File: src/rtl/wdg_pkg.sv
package wdg_pkg;
  // Control word bit positions (readback and write share them)
  localparam int CTL_EN       = 0;
  localparam int CTL_ST       = 1;
  localparam int CTL_SAFE_LSB = 2;

  function automatic int ctl_width(input int fs_w);
    return fs_w + CTL_SAFE_LSB;
  endfunction
endpackage

File: src/rtl/wdg_prescaler.sv
module wdg_prescaler #(
  parameter int unsigned CYC_PER_MS = 1000,
  parameter int unsigned MS_PER_SEC = 1000
) (
  input  logic clk,
  input  logic rst,
  input  logic restart,
  output logic ms_tick,
  output logic sec_tick
);
  localparam int unsigned MW = (MS_PER_SEC > 1) ? $clog2(MS_PER_SEC) : 1;
  localparam logic [MW-1:0] MS_LAST = MW'(MS_PER_SEC - 1);

  logic [MW-1:0] ms_q;

  generate
    if (CYC_PER_MS > 1) begin : g_div
      localparam int unsigned CW = $clog2(CYC_PER_MS);
      localparam logic [CW-1:0] CYC_LAST = CW'(CYC_PER_MS - 1);
      logic [CW-1:0] cyc_q;
      always_ff @(posedge clk) begin
        if (rst || restart)      cyc_q <= '0;
        else if (cyc_q == CYC_LAST) cyc_q <= '0;
        else                     cyc_q <= cyc_q + 1'b1;
      end
      assign ms_tick = (cyc_q == CYC_LAST);
    end else begin : g_pass
      assign ms_tick = 1'b1;
    end
  endgenerate

  always_ff @(posedge clk) begin
    if (rst || restart) ms_q <= '0;
    else if (ms_tick)   ms_q <= (ms_q == MS_LAST) ? '0 : ms_q + 1'b1;
  end

  assign sec_tick = ms_tick && (ms_q == MS_LAST);
endmodule

File: src/rtl/wdg_countdown.sv
module wdg_countdown #(
  parameter int unsigned W = 8
) (
  input  logic         clk,
  input  logic         rst,
  input  logic         load,
  input  logic [W-1:0] load_val,
  input  logic         stop,
  input  logic         tick,
  output logic         done
);
  logic [W-1:0] cnt_q;
  logic         live_q;

  assign done = live_q && tick && (cnt_q == W'(1)) && !load && !stop;

  always_ff @(posedge clk) begin
    if (rst) begin
      cnt_q  <= '0;
      live_q <= 1'b0;
    end else if (load) begin
      cnt_q  <= load_val;
      live_q <= (load_val != '0);
    end else if (stop) begin
      live_q <= 1'b0;
    end else if (live_q && tick) begin
      if (cnt_q == W'(1)) live_q <= 1'b0;
      else                cnt_q  <= cnt_q - 1'b1;
    end
  end
endmodule

File: src/rtl/wdg_pulse_timer.sv
module wdg_pulse_timer #(
  parameter int unsigned PULSE_MS = 32
) (
  input  logic clk,
  input  logic rst,
  input  logic fire,
  input  logic ms_tick,
  output logic active,
  output logic done
);
  localparam int unsigned PW = $clog2(PULSE_MS + 1);
  localparam logic [PW-1:0] PULSE_INIT = PW'(PULSE_MS);

  logic [PW-1:0] left_q;

  assign done = active && ms_tick && (left_q == PW'(1));

  always_ff @(posedge clk) begin
    if (rst) begin
      active <= 1'b0;
      left_q <= '0;
    end else if (fire) begin
      active <= 1'b1;
      left_q <= PULSE_INIT;
    end else if (done) begin
      active <= 1'b0;
    end else if (active && ms_tick) begin
      left_q <= left_q - 1'b1;
    end
  end
endmodule

File: src/rtl/overclock_watchdog.sv
module overclock_watchdog
  import wdg_pkg::*;
#(
  parameter int unsigned CLK_HZ     = 14_318_000,
  parameter int unsigned MS_PER_SEC = 1000,
  parameter int unsigned PULSE_MS   = 32,
  parameter int unsigned TMO_W      = 8,
  parameter logic [TMO_W-1:0] TMO_RST = TMO_W'(16),
  parameter int unsigned FS_W       = 4
) (
  input  logic              clk,
  input  logic              rst,
  input  logic              tmo_wr,
  input  logic [TMO_W-1:0]  tmo_wdata,
  input  logic              ctl_wr,
  input  logic [FS_W+1:0]   ctl_wdata,
  input  logic              kick,
  input  logic              cfg_fs_wr,
  input  logic [FS_W-1:0]   cfg_fs,
  output logic [TMO_W-1:0]  tmo_rd,
  output logic [FS_W+1:0]   ctl_rd,
  output logic [FS_W-1:0]   fs_sel,
  output logic              rst_pull_low
);
  localparam int unsigned CYC_PER_MS = (CLK_HZ >= 1000) ? CLK_HZ / 1000 : 1;
  localparam int unsigned SAFE_MSB   = CTL_SAFE_LSB + FS_W - 1;

  logic [TMO_W-1:0] tmo_q, tmo_nxt;
  logic             en_q, en_nxt, st_q, ovr_q, ovr_nxt;
  logic [FS_W-1:0]  safe_q, safe_nxt, fs_q;
  logic             ms_tick, sec_tick, restart;
  logic             reload, expire, en_rise, st_clr;
  logic             pw_active, pw_done;

  assign en_nxt   = ctl_wr ? ctl_wdata[CTL_EN] : en_q;
  assign tmo_nxt  = tmo_wr ? tmo_wdata : tmo_q;
  assign safe_nxt = ctl_wr ? ctl_wdata[SAFE_MSB:CTL_SAFE_LSB] : safe_q;
  assign en_rise  = ctl_wr && ctl_wdata[CTL_EN] && !en_q;
  assign st_clr   = ctl_wr && !ctl_wdata[CTL_ST];

  // A pulse blocks every service request; its end re-arms when enabled
  assign reload  = (!pw_active && en_nxt && (kick || tmo_wr || en_rise)) ||
                   (pw_done && en_nxt);
  assign restart = reload || expire;
  assign ovr_nxt = expire ? 1'b1 : ((st_clr || cfg_fs_wr) ? 1'b0 : ovr_q);

  wdg_prescaler #(.CYC_PER_MS(CYC_PER_MS), .MS_PER_SEC(MS_PER_SEC)) u_pre (
    .clk(clk), .rst(rst), .restart(restart),
    .ms_tick(ms_tick), .sec_tick(sec_tick)
  );

  wdg_countdown #(.W(TMO_W)) u_cd (
    .clk(clk), .rst(rst), .load(reload), .load_val(tmo_nxt),
    .stop(!en_nxt), .tick(sec_tick), .done(expire)
  );

  wdg_pulse_timer #(.PULSE_MS(PULSE_MS)) u_pw (
    .clk(clk), .rst(rst), .fire(expire), .ms_tick(ms_tick),
    .active(pw_active), .done(pw_done)
  );

  always_ff @(posedge clk) begin
    if (rst) begin
      tmo_q  <= TMO_RST;
      en_q   <= 1'b0;
      st_q   <= 1'b0;
      safe_q <= '0;
      ovr_q  <= 1'b0;
      fs_q   <= '0;
    end else begin
      tmo_q  <= tmo_nxt;
      en_q   <= en_nxt;
      safe_q <= safe_nxt;
      ovr_q  <= ovr_nxt;
      if (expire)      st_q <= 1'b1;
      else if (st_clr) st_q <= 1'b0;
      fs_q   <= ovr_nxt ? safe_nxt : cfg_fs;
    end
  end

  assign tmo_rd       = tmo_q;
  assign ctl_rd       = {safe_q, st_q, en_q};
  assign fs_sel       = fs_q;
  assign rst_pull_low = pw_active;
endmodule

File: config.mk
export PLATFORM = sky130hd
export DESIGN_NAME = overclock_watchdog
export DESIGN_NICKNAME = d
export VERILOG_FILES = /design/src/rtl/wdg_pkg.sv /design/src/rtl/wdg_prescaler.sv /design/src/rtl/wdg_countdown.sv /design/src/rtl/wdg_pulse_timer.sv /design/src/rtl/overclock_watchdog.sv
export SDC_FILE = /design/constraint.sdc
export NUM_CORES = 1
export LEC_CHECK = 0
export BUFFER_PORTS_ARGS = -buffer_cell sky130_fd_sc_hd__buf_4
export CELL_PAD_IN_SITES_DETAIL_PLACEMENT = 1
export CELL_PAD_IN_SITES_GLOBAL_PLACEMENT = 1
export CORE_MARGIN = 3
export CORE_UTILIZATION = 45
export CTS_BUF_LIST = sky130_fd_sc_hd__clkbuf_4
export DETAILED_ROUTE_END_ITERATION = 10
export GPL_TIMING_DRIVEN = 0
export HOLD_SLACK_MARGIN = 0.08
export PLACE_DENSITY_LB_ADDON = 0.25
export SLEW_MARGIN = 20
export SYNTH_ARGS = -nofsm -noshare
export SYNTH_HDL_FRONTEND = slang
export SYNTH_SLANG_ARGS = --single-unit
File: constraint.sdc
create_clock -name clk -period 3.15 [get_ports clk]
set_input_delay 0.315 -clock clk [delete_from_list [all_inputs] [get_ports clk]]
set_output_delay 0.315 -clock clk [all_outputs]
set_load 0.1 [all_outputs]
==> results.yml, run 1 <==
logic_synthesis:
  synth_cells: 330
  synthArstFlopShare_pct: 0
  synth-edff-count: 0
  synth_area_sq_um: 2995
  synth_cell_types: 56
  syn_area_per_cell_sq_um: 9.077
  netlist.area_leader.share_pct: 39.43
  synth.area.top_cells: "dfxtp_1 (39%), mux2i_1 (5.3%), xor2_1 (5.0%)"
  yosysSeqAreaShare_pct: 39.43
  synth_fp_nets: 361
  yosys.area.top_type: "dfxtp_1"
  ys_dominant_reg_cell: "dfxtp_1"
  yosysWarningCount: 0
  ys_ff_latch: 59
timing:
  max_slew_margin_pct: 57.00
  maxSlewViolCount: 0
  tns_ps: 0
  fmax_mhz: 372.2
  fin_ws_ps: 463.6
  period_needed_ps: 2686
  clock-skew-final_ps: 14.82
  tightest_slew_ps: 639.1
  rsz0062_at_grt: "false"
  setup_viol_count_final: 0
  fin_hold_ws_ps: 181.9
  post-route-period-util_pct: 85.28
  finalHoldViolations: 0
critical_path:
  required_ps: 3450
  endpoint_kind: "flip-flop"
  arrival_ps: 2990
  path_cells: "ha_1 -> or3b_4 -> nor4_4 -> a21oi_1 -> a21oi_2 -> mux2_2"
  rrSetupSlack_ps: 460
  cp-start-kind: "flip-flop"
  critical_path.startpoint: "u_pre.g_div.cyc_q[0]"
  r2r_cells: 6
  r2r-start: "u_pre.g_div.cyc_q[0]"
  critPathKind: "reg2reg"
  regToRegEndpoint: "fs_sel[2]"
  cpPeakStageDelay_ps: 540
  path_max_fanout: 7
  cpMaxStageDelayCell: "nor4_4"
run_status:
  outcome: "complete, no violations"
hold_path:
  min-delay-start: "ctl_wdata[3]"
  min_to: "safe_q[1]"
  hold_class: "in2reg"
  whs_path_depth: 3
placement:
  numPortBuffers: 40
  gp_congestion: 0.8651
  hpwl_um: 5898
  dpl_worst_slack_ps: 510.0
global_route:
  grt_max_degree: 11
  gr-total-overflow: 0
  grt_pass1_vias: 2596
  gr-usage-all-layers_pct: 21.48
  grt_pass1_wl_um: 12760
  antenna_found_initial: 0
floorplan:
  rows: 29
  dieArea_sq_um: 7671
  initial_core_util_pct: 46.90
  die_w_um: 87.59
  die_h_um: 87.59
  io_pins: 43
  core_sq_um: 6386
final_layout:
  final_common_cell: "dfxtp_1"
  num_antenna_cells: 0
  nets: 412
  fin_util_pct: 54.70
  final_cell_mix: "dfxtp_1 (59), buf_4 (43), nor2_1 (36)"
  drive_gt1_share_pct: 22.08
  area_growth_pct: 16.62
drt:
  num_vias: 2654
  wl_per_cell_um: 16.73
  drt_wl_total_um: 7728
  vias_per_cell: 5.745
  route.detailed.drc: 0
  drtIter0Drc: 119
  dr.pass1.iters: 4
  ant_nets: 0
power_and_ir_drop:
  p_leak_nw: 1.403
  max-vdd-ir-drop_mv: 0.2729
  p_int_mw: 1.022
  combPwrFrac_pct: 17.5
  cellPowerDensity_nw_per_um2: 427.5
  p_sw_share_pct: 31.57
  seqPwrFrac_pct: 52.7
  clkPwrFrac_pct: 29.9
  switchingPower_mw: 0.4714
clocking:
  tritoncts: "done"
  clock_path_buffers: 2
  clk_pin_slew_ps: 100
  post_cts_buffers: 0
  cts_made_buffers: 9
  cts_hold_buf: 0
  cts_resized: 0
  insertion_delay_ps: 410
  cts_sinks: 59
  htreeDepth: 3
  cts-root-buf: "clkbuf_4"
run:
  cap_violations: 0
[registers in the layout, indices dropped and copies added (netlist names)]
| register | cells |
|---|---|
| en_q | 1 |
| fs_sel | 4 |
| ovr_q | 1 |
| safe_q | 4 |
| st_q | 1 |
| tmo_rd | 8 |
| u_cd.cnt_q | 8 |
| u_cd.live_q | 1 |
| u_pre.g_div.cyc_q | 14 |
| u_pre.ms_q | 10 |
| u_pw.active | 1 |
| u_pw.left_q | 6 |
[worst max-delay path: cells and delay by family, from the launching register on]
kind | cells | cell delay (ps)
and+or+nand+nor | 2 | 940
AOI/OAI and AO/OA | 2 | 660
DFF | 1 | 420
muxes | 1 | 380
adders and majority gates | 1 | 180
[logic make-up (layout without fill, tap and decap cells)]
kind of cell    count (synthesis)  after routing  share of synthesized area, %
compound gates                 40             40                         8.773
xor+xnor                       21             21                         6.140
fa+ha+maj                       7              7                         2.924
buf+inv                        24             79                         4.595
flops                          59             59                         39.43
mux                            24             24                         8.354
simple gates                  155            155                         29.78
[cells in the mapped netlist, types with 2 or more instances]
cell type   n
xnor2_1     4
o31ai_1     2
and3_1      5
clkbuf_1    3
nor4_1      4
a32o_1      2
inv_1      10
and2_1      3
mux2_2      8
nor2b_1     7
buf_2       4
or4_4       2
ha_1        7
o21ai_0     8
buf_6       2
buf_4       3
and4_1      6
nor3_1     14
nand2_1    18
dfxtp_1    59
nor4_4      2
nor3b_1     4
nand3_1    16
mux2i_1    16
o22ai_1     3
nand2b_1    2
xor2_1     17
or4_1       3
nand4_1    17
a21oi_1    13
nor2_1     36
or3_1       6
[power groups by stage]
stage          Combinational, mW  Clock [mW]  Sequential, mW
6_report                   0.261       0.446           0.786
5_1_grt                    0.279       0.488           0.790
4_1_cts                    0.263       0.456           0.786
3_5_place_dp               0.263           0           0.804
3_3_place_gp               0.257           0           0.802
2_1_floorplan              0.107           0           0.884
[worst max path at each step]
stage / to / slack, ps / depth (start not counted)
detailed placement: fs_sel[2] / 510 / 6
CTS: fs_sel[2] / 490 / 6
floorplan: u_cd.cnt_q[1] / 770 / 6
global route: u_pw.left_q[3] / 310 / 8
global placement: fs_sel[3] / 610 / 6
finish: fs_sel[2] / 460 / 6
[metal layers]
| layer | wire, um | up-vias | GRT usage (%) |
|---|---|---|---|
| met4 | 119 | 0 | 8.368 |
| met3 | 326 | 11 | 4.233 |
| li1 | - | 1297 | - |
| met2 | 3816 | 49 | 34.66 |
| met5 | 0 | - | 0 |
| met1 | 3465 | 1297 | 28.33 |
[final cells by class]
type / count / area, sq um
buffer: 14 / 100.1
clock buffer: 11 / 82.58
clock inverter: 4 / 18.77
fill: 747 / 2893
inverter: 10 / 37.54
multi-input combinational: 247 / 1677
sequential: 59 / 1181
tap: 77 / 96.34
timing repair buffer: 40 / 300.3
[stage by stage]
step | power, mW | cells | instance area (sq um)
after floorplan | 0.9907 | 330 | 2995
after global placement | 1.058 | 447 | 3392
after detailed placement | 1.066 | 447 | 3392
after CTS | 1.506 | 462 | 3493
after global routing | 1.557 | 462 | 3493
final | 1.493 | 462 | 3493
(Power assumes the default switching activity.)
==> run 2: changes to the inputs <==
SYNTH_HIERARCHICAL = 1   (was not set)
==> results.yml, run 2 <==
timing:
  post-route-period-util_pct: 99.93
  rsz0062_at_grt: "true"
  fmax_mhz: 317.7
  finalHoldViolations: 0
  period_needed_ps: 3148
  maxSlewViolCount: 0
  max_slew_margin_pct: 61.25
  fin_ws_ps: 2.224
  setup_viol_count_final: 0
  clock-skew-final_ps: 11.68
  tightest_slew_ps: 575.9
critical_path:
  cp_common_cell: "nor2_4"
  cpPeakStageDelay_ps: 620
  cpMaxStageDelayCell: "or4_4"
  required_ps: 3520
  arrival_ps: 3520
  path_max_fanout: 6
  critPathKind: "reg2reg"
  endpoint_kind: "flip-flop"
  cp-start-kind: "flip-flop"
  path_cells: "inv_4 -> ha_4 -> nand4b_1 -> or4_4 -> inv_8 -> nand2_8 -> nor2_4 -> inv_2 -> a221oi_4 -> clkbuf_8 -> nor4b_4 -> or2_1 -> nor2_4 -> nand2_4 -> buf_12 -> nor2_4"
  worst-path-buf-inv: 5
  crit_family: "simple AND/OR/NAND/NOR gates"
clocking:
  cts_hold_buf: 0
  clock_path_buffers: 2
  cts_made_buffers: 9
  htreeDepth: 3
  tritoncts: "done"
  cts_sinks: 59
  insertion_delay_ps: 430
  cts-root-buf: "clkbuf_4"
  clk_pin_slew_ps: 120
logic_synthesis:
  netlist.area_leader.share_pct: 40.92
  yosysWarningCount: 6
  synth_cells: 311
  ys_dominant_reg_cell: "dfxtp_1"
  ys_ff_latch: 59
  synth_commonest_cells: "dfxtp_1 (59), nor2_1 (39), nand2_1 (17), inv_1 (16), a21oi_1 (15)"
  yosys.area.top_type: "dfxtp_1"
  synth_cell_types: 60
  synth.area.top_cells: "dfxtp_1 (41%), nor2_1 (5.1%), mux2_2 (4.7%)"
  synthArstFlopShare_pct: 0
  syn_area_per_cell_sq_um: 9.281
  yosysSeqAreaShare_pct: 40.92
  synth_fp_nets: 342
  synth_area_sq_um: 2887
  synth-edff-count: 0
  yosysMostFrequentCell: "dfxtp_1"
final_layout:
  final_cell_mix: "buf_4 (59), dfxtp_1 (57), nor2_1 (28)"
  reg.largest.list: "u_pre/g_div.cyc_q (14), u_pre/ms_q (10)"
  nets: 412
  fin_util_pct: 62.82
  area_growth_pct: 31.90
  drive_gt1_share_pct: 36.27
  num_antenna_cells: 0
  regMostFlops: "u_pre/g_div.cyc_q"
  regArea_sq_um: 1189
  largest_reg_flops: 14
  multiInputGateArea_sq_um: 1722
  num-fill-cells: 683
  final_common_cell: "buf_4"
global_route:
  gr-total-overflow: 0
  grt_pass1_vias: 2711
  gr-usage-all-layers_pct: 22.16
  grt_max_degree: 13
  grt_pass1_wl_um: 12880
  antenna_found_initial: 0
power_and_ir_drop:
  seqPwrFrac_pct: 45.1
  switchingPower_mw: 0.5488
  p_sw_share_pct: 31.22
  combPwrFrac_pct: 17.8
  p_int_mw: 1.209
  max-vdd-ir-drop_mv: 0.3984
  p_leak_nw: 1.419
  clkPwrFrac_pct: 37.1
  cellPowerDensity_nw_per_um2: 461.7
drt:
  num_vias: 2655
  route.detailed.drc: 0
  wl_per_cell_um: 19.72
  vias_per_cell: 5.759
  drt_wl_total_um: 9093
  dr.pass1.iters: 4
  ant_nets: 0
  drtIter0Drc: 110
floorplan:
  io_pins: 43
  die_h_um: 86.09
  rows: 28
  dieArea_sq_um: 7411
  core_sq_um: 6061
  die_w_um: 86.09
  initial_core_util_pct: 47.63
placement:
  numPortBuffers: 40
  gp_congestion: 0.8509
  hpwl_um: 5305
  dpl_worst_slack_ps: -501.0
hold_path:
  hold_class: "in2reg"
run_status:
  outcome: "complete, no violations"
run:
  cap_violations: 0
run 2: cell types whose count changed after synthesis, sizes merged, moves of 8 or more:
cell	previous run	this run
mux2i	16	5
xor2	17	5
nand4	17	8
nand3	16	8
run 2: final timing paths:
path,from,cells past startpoint,slack [ps],endpoint
setup / recovery,u_pre/g_div.cyc_q[1],16,2,u_pre/g_div.cyc_q[8]
hold / removal,rst,2,140,u_pw/active
setup reg to reg,u_pre/g_div.cyc_q[1],16,2,u_pre/g_div.cyc_q[8]
hold reg to reg,u_pre/ms_q[8],2,500,u_pre/ms_q[8]
run 2: routing by layer:
| metal | global-route usage (%) | up-vias | routed length, um |
|---|---|---|---|
| li1 | - | 1257 | - |
| met2 | 38.47 | 81 | 4620 |
| met3 | 6.820 | 19 | 429 |
| met4 | 9.496 | 0 | 207 |
| met5 | 0 | - | 0 |
| met1 | 24.93 | 1298 | 3836 |
run 2: area by class of cell:
cell class                 count  area share (%)
multi-input combinational    222           45.22
sequential                    59           31.22
timing repair buffer          60           12.13
clock inverter                 7           2.662
buffer                        11           2.465
tap                           75           2.465
inverter                      18           2.070
clock buffer                   9           1.775
run 2: kinds of logic after synthesis:
| group | count (synthesis) | synth area share [%] |
|---|---|---|
| AOI/OAI and AO/OA | 49 | 13.61 |
| xor gates and xnor gates | 16 | 4.855 |
| adders and majority gates | 7 | 3.034 |
| buffers and inverters | 30 | 4.898 |
| DFF | 59 | 40.92 |
| muxes | 17 | 6.545 |
| and+or+nand+nor | 133 | 26.14 |
run 2: power groups by stage:
stage	Clock, mW	Sequential [mW]	Combinational [mW]
floorplan	0	0.891	0.112
global placement	0	0.810	0.262
detailed placement	0	0.811	0.269
CTS	0.656	0.791	0.290
global route	0.700	0.798	0.331
finish	0.652	0.793	0.312
run 2: metrics by stage:
step                      cells  hold slack (ps)  TNS, ps  area (sq um)  power (mW)
final                       461            141.9        0          3807       1.758
after detailed placement    426            474.8   -11700          3316       1.079
after floorplan             311            384.1        0          2922       1.003
after global placement      426            469.5    -9520          3316       1.072
after CTS                   451            129.8        0          3620       1.737
after global routing        461            111.5    -1358          3807       1.828
run 2: timing repair:
item,in CTS,in global routing
pin swaps,4,15
endpoints found under the setup margin,37,28
gates resized for setup,21,30
gates cloned,1,0
setup buffers,8,11
run 2: worst register-to-register path: stages (launching register included):
cell and delay (ps):
dfxtp_4 370, inv_4 60, ha_4 130, nand4b_1 150, or4_4 620, inv_8 110, nand2_8 60, nor2_4 140
inv_2 60, a221oi_4 310, clkbuf_8 190, nor4b_4 50, or2_1 280, nor2_4 190, nand2_4 120, buf_12 170
nor2_4 90
==> run 3: changes to the inputs <==
REMOVE_ABC_BUFFERS = 1   (was not set)
SLEW_MARGIN = not set   (was 20)
==> results.yml, run 3 (synthesis results as in run 2) <==
global_route:
  grt-busiest-layer: "met2"
  use_met3_pct: 6.436
  use_met2_pct: 33.15
  antenna_found_initial: 0
  grt_max_degree: 35
  gr-total-overflow: 0
  use_met1_pct: 23.69
  gr-usage-all-layers_pct: 19.82
  grt_pass1_vias: 2504
  grt_pass1_wl_um: 11700
clocking:
  cts_made_buffers: 9
  cts_sinks: 59
  insertion_delay_ps: 420
  clock_path_buffers: 2
  cts-root-buf: "clkbuf_4"
  clk_pin_slew_ps: 100
  tritoncts: "done"
  cts_hold_buf: 0
  htreeDepth: 3
final_layout:
  nets: 390
  reg.largest.list: "u_pre/g_div.cyc_q (14), u_pre/ms_q (10)"
  final_common_cell: "dfxtp_1"
  num-fill-cells: 690
  fin_util_pct: 57.60
  regMostFlops: "u_pre/g_div.cyc_q"
  largest_reg_flops: 14
  final_cells: 439
  final_cell_mix: "dfxtp_1 (57), buf_4 (48), nor2_1 (37)"
  area_growth_pct: 20.94
  num_antenna_cells: 0
  drive_gt1_share_pct: 29.67
timing:
  max_slew_margin_pct: 61.29
  tightest_slew_ps: 575.3
  post-route-period-util_pct: 94.99
  fmax_mhz: 334.2
  period_needed_ps: 2992
  setup_viol_count_final: 0
  clock-skew-final_ps: 12.98
  maxSlewViolCount: 0
  finalHoldViolations: 0
power_and_ir_drop:
  cellPowerDensity_nw_per_um2: 457.9
  p_leak_nw: 1.293
  max-vdd-ir-drop_mv: 0.2973
critical_path:
  crit_family: "simple AND/OR/NAND/NOR gates"
  cpMaxStageDelayCell: "or4_4"
  regToRegEndpoint: "fs_sel[0]"
  endpoint_kind: "flip-flop"
  cp-start-kind: "flip-flop"
  arrival_ps: 3300
  critPathKind: "reg2reg"
  r2r-start: "u_pre/g_div.cyc_q[1]"
  rrSetupSlack_ps: 160
  cp_common_cell: "inv_1"
  crit_cells: 13
  required_ps: 3460
  worst-path-buf-inv: 4
  cpPeakStageDelay_ps: 560
  r2r_cells: 13
  path_max_fanout: 9
  path_cells: "inv_1 -> ha_1 -> nand4b_1 -> or4_4 -> inv_8 -> nand2_2 -> nor2_2 -> inv_1 -> a221oi_4 -> nor4b_4 -> buf_4 -> a31oi_4 -> mux2_2"
drt:
  ant_nets: 0
  dr.pass1.iters: 4
  drt_wl_total_um: 7071
  vias_per_cell: 5.613
  route.detailed.drc: 0
  drtIter0Drc: 59
  num_vias: 2464
  wl_per_cell_um: 16.11
floorplan:
  io_pins: 43
  core_sq_um: 6061
  die_h_um: 86.09
  rows: 28
  dieArea_sq_um: 7411
  die_w_um: 86.09
  initial_core_util_pct: 47.63
hold_path:
  min_to: "safe_q[2]"
  min-delay-start: "ctl_wdata[4]"
  whs_path_depth: 3
  hold_class: "in2reg"
placement:
  dp_cells: 416
  numPortBuffers: 42
  gp_congestion: 0.7201
  hpwl_um: 4602
run:
  cap_violations: 0
run_status:
  outcome: "complete, no violations"
## run 3: cell count changes in the layout (fill, tap and decap cells not counted), sizes merged
cell,before,now
bufinv,2,1
clkbuf,12,10
nand2,17,18
clkinvlp,2,1
inv,18,17
buf,68,48
clkinv,3,5
## run 3: layout make-up
class	instances	area, sq um	share of cell area [%]
timing repair buffer	48	360.3	10.32
clock inverter	6	56.30	1.613
multi-input combinational	223	1643	47.06
sequential	59	1186	33.98
inverter	18	76.32	2.186
tap	75	93.84	2.688
clock buffer	10	75.07	2.151
## run 3: routing by layer
layer  wire (um)  share of wire (%)
met1        3141                 44
met2        3501                 50
met3         358                5.1
met4          69               0.98
met5           0                  0
## run 3: power by group
part           leakage [nW]  total (mW)  switching (mW)  internal [mW]
clock                0.0736       0.531           0.286          0.244
sequential            0.482       0.794          0.0228          0.771
combinational         0.737       0.274           0.183         0.0914
## run 3: how the worst max path moves through the flow
stage / from / endpoint / slack [ps]
final: u_pre/g_div.cyc_q[1] / fs_sel[0] / 160
after global routing: u_pre/g_div.cyc_q[1] / u_pre/ms_q[8] / -10
after CTS: u_pre/g_div.cyc_q[1] / u_cd/cnt_q[2] / 10
after detailed placement: u_pre/g_div.cyc_q[0] / u_pre/g_div.cyc_q[13] / -1480
after global placement: u_pre/g_div.cyc_q[0] / u_pre/g_div.cyc_q[13] / -1440
after floorplan: u_pre/g_div.cyc_q[0] / u_pre/g_div.cyc_q[12] / -630
## run 3: worst reg2reg max path, cell delays in order, from the launching register on
cell,delay [ps]
dfxtp_2,360
inv_1,60
ha_1,130
nand4b_1,130
or4_4,560
inv_8,110
nand2_2,90
nor2_2,130
inv_1,80
a221oi_4,370
nor4b_4,100
buf_4,170
a31oi_4,230
mux2_2,360
## run 3: repair_timing
item                                    4_1_cts  5_1_grt
pin swaps                                     3        5
gates cloned                                  0        1
setup buffers                                 4        2
gates resized for setup                      12       11
endpoints found under the setup margin       46       34
## run 3: through the flow
step | TNS (ps) | power [mW] | instance area (sq um) | hold slack (ps) | setup slack, ps
after global placement | -49410 | 1.059 | 3222 | 470.9 | -1437
after floorplan | -16920 | 0.9855 | 2813 | 383.9 | -627.2
after global routing | -17.06 | 1.675 | 3491 | 167.3 | -11.69
after detailed placement | -51690 | 1.066 | 3222 | 488.7 | -1481
after CTS | 0 | 1.616 | 3433 | 147.1 | 13.89
final | 0 | 1.599 | 3491 | 169.6 | 158.0
